## config.mk

```make
export PLATFORM = sky130hd
export DESIGN_NAME = rx_dualbuf
export DESIGN_NICKNAME = d
export VERILOG_FILES = /design/src/rtl/rx_dualbuf.sv
export SDC_FILE = /design/constraint.sdc
export NUM_CORES = 1
export LEC_CHECK = 0
export BUFFER_PORTS_ARGS = -buffer_cell sky130_fd_sc_hd__buf_2
export CORE_MARGIN = 4
export CORE_UTILIZATION = 62
export DETAILED_ROUTE_END_ITERATION = 16
export GPL_ROUTABILITY_DRIVEN = 0
export GPL_TIMING_DRIVEN = 1
export PLACE_DENSITY = 0.79
export SYNTH_ARGS = -nofsm -noshare
export SYNTH_HDL_FRONTEND = slang
export SYNTH_SLANG_ARGS = --single-unit
export TNS_END_PERCENT = 30
```

## constraint.sdc

```tcl
create_clock -name clk -period 3.65 [get_ports clk]
set_input_delay 0.365 -clock clk [delete_from_list [all_inputs] [get_ports clk]]
set_output_delay 0.365 -clock clk [all_outputs]
set_load 0.1 [all_outputs]
```

## src/rtl/rx_dualbuf.sv

```systemverilog
module rx_dualbuf #(
  parameter bit DUAL      = 1'b1,
  parameter int BUF_WORDS = 16,
  localparam int AW       = $clog2(BUF_WORDS)
) (
  input  logic          clk,
  input  logic          rst_n,
  input  logic          in_valid,
  input  logic [7:0]    in_data,
  input  logic          in_last,
  input  logic          in_err,
  input  logic          st_we,
  input  logic          st_sel,
  input  logic [3:0]    st_wdata,
  input  logic          rd_sel,
  input  logic [AW-1:0] rd_word,
  output logic [31:0]   rd_data,
  output logic [3:0]    st_ping,
  output logic [3:0]    st_pong,
  output logic          irq
);
  localparam int NB  = DUAL ? 2 : 1;
  localparam int CAP = BUF_WORDS * 4;
  localparam int CW  = $clog2(CAP + 1);
  localparam int MW  = $clog2(NB * BUF_WORDS);

  logic [31:0]   mem [NB*BUF_WORDS];
  logic [1:0]    done, ie;
  logic          tgt, busy, acc;
  logic [CW-1:0] cnt;

  logic          take, wr, fin;
  logic [CW-1:0] idx;
  logic [1:0]    lane;
  logic [MW-1:0] waddr, raddr;

  assign take  = busy ? acc : !done[tgt];
  assign idx   = busy ? cnt : '0;
  assign lane  = idx[1:0];
  assign wr    = in_valid && take && (idx < CW'(CAP));
  assign fin   = in_valid && in_last && take && !in_err;
  assign waddr = tgt ? MW'(BUF_WORDS) + MW'(idx[CW-1:2]) : MW'(idx[CW-1:2]);
  assign raddr = (DUAL && rd_sel) ? MW'(BUF_WORDS) + MW'(rd_word) : MW'(rd_word);
  assign rd_data = mem[raddr];

  always_ff @(posedge clk) begin
    if (wr) begin
      if (lane == 2'd0) mem[waddr] <= {24'b0, in_data};
      else              mem[waddr][{lane, 3'b000} +: 8] <= in_data;
    end
  end

  always_ff @(posedge clk) begin
    if (!rst_n) begin
      busy <= 1'b0;
      acc  <= 1'b0;
      cnt  <= '0;
    end else if (in_valid) begin
      if (in_last) begin
        busy <= 1'b0;
      end else begin
        busy <= 1'b1;
        acc  <= take;
        cnt  <= (idx == CW'(CAP)) ? idx : idx + 1'b1;
      end
    end
  end

  always_ff @(posedge clk) begin
    if (!rst_n) begin
      tgt  <= 1'b0;
      done <= '0;
      ie   <= '0;
      irq  <= 1'b0;
    end else begin
      if (fin && DUAL) tgt <= ~tgt;
      for (int b = 0; b < 2; b++) begin
        if (st_we && st_sel == 1'(b) && (DUAL || b == 0)) begin
          done[b] <= done[b] & st_wdata[0];
          ie[b]   <= st_wdata[3];
        end
        if (fin && tgt == 1'(b)) done[b] <= 1'b1;
      end
      irq <= fin && ie[tgt];
    end
  end

  assign st_ping = {ie[0], 2'b00, done[0]};
  assign st_pong = {ie[1], 2'b00, done[1]};
endmodule


```

==> results of run 1 <==
==> stage by stage <==
stage,hold slack [ns],cell area (um2),setup slack (ns)
5_1_grt,0.03310,47190,0.4379
3_5_place_dp,0.4751,44150,0.6206
3_3_place_gp,0.4752,44150,0.6764
2_1_floorplan,0.4825,41500,0.6753
4_1_cts,0.0007125,47190,0.6100
6_report,0.03364,47210,0.4778
==> state kept, by name, summed over array words and instances, names as in the netlist <==
register  flops
mem        1024
cnt           7
done          2
ie            2
acc           1
busy          1
irq           1
tgt           1
==> kinds of logic after synthesis <==
group / after synthesis / synth area share [%]
compound gates: 318 / 5.141
xor+xnor: 2 / 0.04222
fa+ha+maj: 6 / 0.1809
buf+inv: 160 / 2.066
flops: 1039 / 74.83
mux: 517 / 12.47
other cells: 1 / 0.009038
simple gates: 486 / 5.256
==> area by class of cell <==
cell class / count / area share (%)
flip-flops and latches: 1039 / 65.77
multi-input cells: 1333 / 20.49
clock buffers: 117 / 5.436
repair buffers: 263 / 5.025
well taps: 864 / 2.290
clock inverters: 65 / 0.9144
inverters: 5 / 0.03976
diodes: 6 / 0.03181
==> power breakdown <==
part / internal (uW) / total, uW / switching (uW) / leakage [uW]
Combinational: 520 / 1640 / 1120 / 0.00611
Clock: 5290 / 9490 / 4200 / 0.00148
Sequential: 13000 / 13000 / 19.1 / 0.00940
==> cells in the mapped netlist (2+ instances only) <==
library cell,n,share of area (%)
a211oi_1,2,0.036
a21oi_1,108,1.3
a22o_1,64,1.4
a22oi_1,96,1.7
a31oi_1,33,0.50
and2_1,28,0.42
and3_1,2,0.030
and3b_1,2,0.042
buf_1,12,0.11
buf_2,47,0.57
buf_4,35,0.63
buf_6,8,0.22
clkbuf_1,52,0.47
dfxtp_1,15,0.72
edfxtp_1,1024,74
ha_1,6,0.18
inv_1,4,0.036
mux2i_1,517,12
nand2_1,140,1.3
nand2b_1,4,0.060
nand3_1,103,1.2
nand3b_1,4,0.072
nand4_1,2,0.030
nor2_1,143,1.3
nor2b_1,12,0.18
nor3_1,39,0.47
o21ai_0,5,0.060
o21ai_1,5,0.060
o32ai_1,2,0.042
or2_2,2,0.030
==> worst max-delay path: stages (launching register included) <==
cell and delay [ns]:
dfxtp_1 0.50, and2_1 0.35, a21oi_1 0.11, o32ai_1 0.61
nand2_1 0.55, nor2_1 0.69
==> repair_timing <==
item / CTS / global route
hold buffers: 4 / 0
endpoints found under the hold margin: 5 / 0
buffers inserted: 0 / 0
==> worst paths after layout <==
kind	startpoint	endpoint	slack [ns]	cells past startpoint
min reg2reg	ie[1]	ie[1]	0.49	2
max reg2reg	busy	mem[18][26]	0.48	5
max	busy	mem[18][26]	0.48	5
min	st_we	ie[1]	0.03	3
==> metal layers <==
metal  track usage, %  vias up  part of all wire, %
met2            43.11     1389                   48
met1            36.41    11640                   37
li1                 -    10250                    -
met3            7.974      216                   11
met5                0        -                0.013
met4            9.709        2                  3.6
==> flow_summary.toml, run 1 <==
[outcome]
status = "completed"

[die]
die_area_um2 = 71130
rows = 94
die_y_um = 266.7
ios = 65
start_util_pct = 62.77
die-width_um = 266.7
fp.coreArea_um2 = 66100

[cells_and_area]
syn2layout_area_growth_pct = 13.77
mostFrequentLayoutCell = "edfxtp_1"
seq_area_um2 = 31050
final_cell_mix = "1024 x edfxtp_1, 517 x mux2i_1, 188 x buf_4"
fin_util_pct = 71.42
drive_above_1_share_pct = 14.56
fillers = 3946
fin_nets = 2770
multiInputGateArea_um2 = 9672
instances_no_fill = 3692

[clock_tree]
cts_buffer_depth = 3
cts_tree = "yes"
clkSlewWorstSetupHoldPaths_ns = 0.06
clock-sinks = 1039
numCtsBuffers = 98
htreeDepth = 3
clkLatencyLatePin_ns = 0.66
ctsResizeCount = 0
clock_tree.root_cell = "clkbuf_16"

[worst_setup_path]
crit_type = "flop to flop"
path_max_fanout = 8
end_kind = "flop"
start_kind = "flop"
arrival_ns = 3.45
critPathRequiredTime_ns = 3.93

[yosys]
ys_ff_latch = 1039
yosys_most_used_dff = "edfxtp_1"
synth-seq-area-share_pct = 74.83
syn-cell-area_um2 = 41490
async_flop_share_pct = 0
yosysWarnings = 0
synth-edff-count = 1024
synthDistinctLibCells = 43
avgSynthCellArea_um2 = 16.41
netlist_instances = 2529

[power]
power_leakage_uw = 0.01699
p_total_uw = 24160
ir_drop_mv = 0.3776
cellPowerDensity_nw_per_um2 = 511.8

[sta]
slew_viol_final = 0
rsz0062_at_grt = "false"
finalHoldViolCount = 0
fmax_mhz = 315.2
max-slew-margin-rel_pct = 37.32
final-setup-viol-count = 0
worstMarginPinSlew_ns = 0.9368
setup_tns_ns = 0
layout_min_cycle_time_ns = 3.172
fin_skew_ns = 0.01710
fin_crit_sh_pct = 86.91

[route]
initialDrtViolationCount = 2590
drc = 0
avgViaCountPerCell = 6.363
wirelength_um = 96660
first_pass_iters = 5
ant_nets = 0
detail_route.wl_per_cell_um = 26.18
num_vias = 23490

[worst_hold_path]
hold_path_class = "input port to flop"

[place]
hpwl_um = 59070
portBuffers = 58
dp.cells = 3500

[global_route]
antenna_found_initial = 3
grt_overflow = 0
grt_max_degree = 65
grt_pass1_wl_um = 143400
grt_use_total_pct = 27.16
grt_pass1_vias = 23470

[job]
drv_cap = 0
Note: power is estimated with default switching activity, not from simulation.
==> run 2: changes to the inputs <==
CORE_MARGIN = 2   (was 4)
==> flow_summary.toml, run 2 (synthesis results as in run 1) <==
[power]
ir_drop_mv = 0.3169
power_leakage_uw = 0.01663
p_comb_share_pct = 6.3
p_total_uw = 24710
p_clk_share_pct = 40.9
swShare_pct = 21.88
intPower_uw = 19300
power_frac_seq_pct = 52.7
switching_power_uw = 5407
cellPowerDensity_nw_per_um2 = 529.0

[sta]
setup_tns_ns = 0
max-slew-margin-rel_pct = 19.31
worstMarginPinSlew_ns = 1.210
rsz0062_at_grt = "false"
fin_crit_sh_pct = 88.56
holdWs_ns = 0.04087
fmax_mhz = 309.4
slew_viol_final = 0
layout_min_cycle_time_ns = 3.232
finalHoldViolCount = 0
fin_skew_ns = 0.02976
final-setup-viol-count = 0

[global_route]
gr-usage-met2_pct = 42.44
grt_use_total_pct = 27.71
grt_max_degree = 106
grt_pass1_vias = 22830
grt_pass1_wl_um = 142100
met3_usage_pct = 5.594
grt_overflow = 0
grt_use_met1_pct = 39.58
gr-max-usage-layer = "met2"
antenna_found_initial = 4

[place]
placed_area_um2 = 43460
hpwl_um = 57650
portBuffers = 58

[worst_setup_path]
timing.rr.start = "cnt[6]"
endpoint = "mem[16][27]"
crit_path_start = "cnt[6]"
reg2reg_to = "mem[16][27]"
critPathRequiredTime_ns = 3.93
start_kind = "flop"
path_max_fanout = 8
arrival_ns = 3.51
crit_type = "flop to flop"
ff2ff_path_depth = 5
r2r_slack_ns = 0.42
end_kind = "flop"

[die]
die-width_um = 262.7
rows = 94
ios = 65
die_y_um = 262.7
die_area_um2 = 69010
start_util_pct = 62.89
fp.coreArea_um2 = 65980

[clock_tree]
clkLatencyLatePin_ns = 0.67
clock-sinks = 1039
cts_tree = "yes"
clkSlewWorstSetupHoldPaths_ns = 0.06
cts_setup_buffers = 0
clock_tree.root_cell = "clkbuf_16"
htreeDepth = 3
cts_buffer_depth = 3
numCtsBuffers = 99

[route]
first_pass_iters = 6
avgViaCountPerCell = 6.462
drc = 0
ant_nets = 0
initialDrtViolationCount = 2923
num_vias = 23390
detail_route.wl_per_cell_um = 26.70
wirelength_um = 96630

[cells_and_area]
largest_register_ffs = 1024
final_cell_mix = "1024 x edfxtp_1, 517 x mux2i_1, 142 x nor2_1"
reg_top3 = "mem (1024), cnt (7)"
syn2layout_area_growth_pct = 12.58
fin_nets = 2702
drive_above_1_share_pct = 12.49
mostFrequentLayoutCell = "edfxtp_1"
post-route-cell-area_um2 = 46710
largest-register = "mem"

[job]
drv_cap = 0

[outcome]
status = "completed"

[worst_hold_path]
hold_path_class = "input port to flop"
[run 2: changes by cell type in the layout (fill, tap and decap cells not counted), sizes merged]
cell,delta
clkbuf,+13
clkinvlp,+3
clkinv,-21
dlygate4sd3,+1
bufinv,+6
buf,-70
diode,-5
[run 2: cell type report]
type / count / area, um2
flip-flops and latches: 1039 / 31050
fillers: 3923 / 19270
multi-input cells: 1333 / 9664
clock buffers: 130 / 2658
repair buffers: 194 / 1692
well taps: 864 / 1081
clock inverters: 53 / 545.5
inverters: 5 / 18.77
diodes: 1 / 2.502
[run 2: worst min path at each step]
stage / start / endpoint / slack, ns / cells after the start
after floorplan: acc / acc / 0.48 / 2
after global placement: ie[1] / ie[1] / 0.48 / 2
after detailed placement: ie[1] / ie[1] / 0.47 / 2
after CTS: st_sel / ie[1] / 0.02 / 4
after global routing: rst_n / cnt[6] / 0.05 / 3
final: st_sel / ie[1] / 0.04 / 4
[run 2: power by group through the flow]
stage	combinational [uW]	sequential, uW	clock (uW)
2_1_floorplan	1080	13300	0
3_3_place_gp	1500	13300	0
3_5_place_dp	1530	13300	0
4_1_cts	1540	13000	10200
5_1_grt	1620	13000	10600
6_report	1560	13000	10100
[run 2: routing by layer]
metal / routed length, um / up-vias
li1: - / 10110
met2: 44680 / 1357
met5: 153 / -
met1: 37920 / 11700
met4: 3516 / 10
met3: 10360 / 210
[run 2: worst max-delay path: stages, from the launching register on]
cell and delay, ns:
dfxtp_1 0.53, and2_1 0.35, a21oi_1 0.11, o32ai_1 0.55, nand2_1 0.59, nor2_1 0.74
[run 2: metrics by stage]
step | std cells | worst slack, ns | utilization, %
after floorplan | 2532 | 0.6753 | -
after global placement | 3430 | 0.6979 | 65.86
after detailed placement | 3430 | 0.5731 | 65.86
after CTS | 3618 | 0.5635 | 70.79
after global routing | 3618 | 0.4038 | 70.79
final | 3619 | 0.4176 | 70.79
[run 2: timing repair]
item / 4_1_cts / 5_1_grt
hold buffers: 5 / 0
resized for setup: 0 / 0
endpoints found under the hold margin: 4 / 0
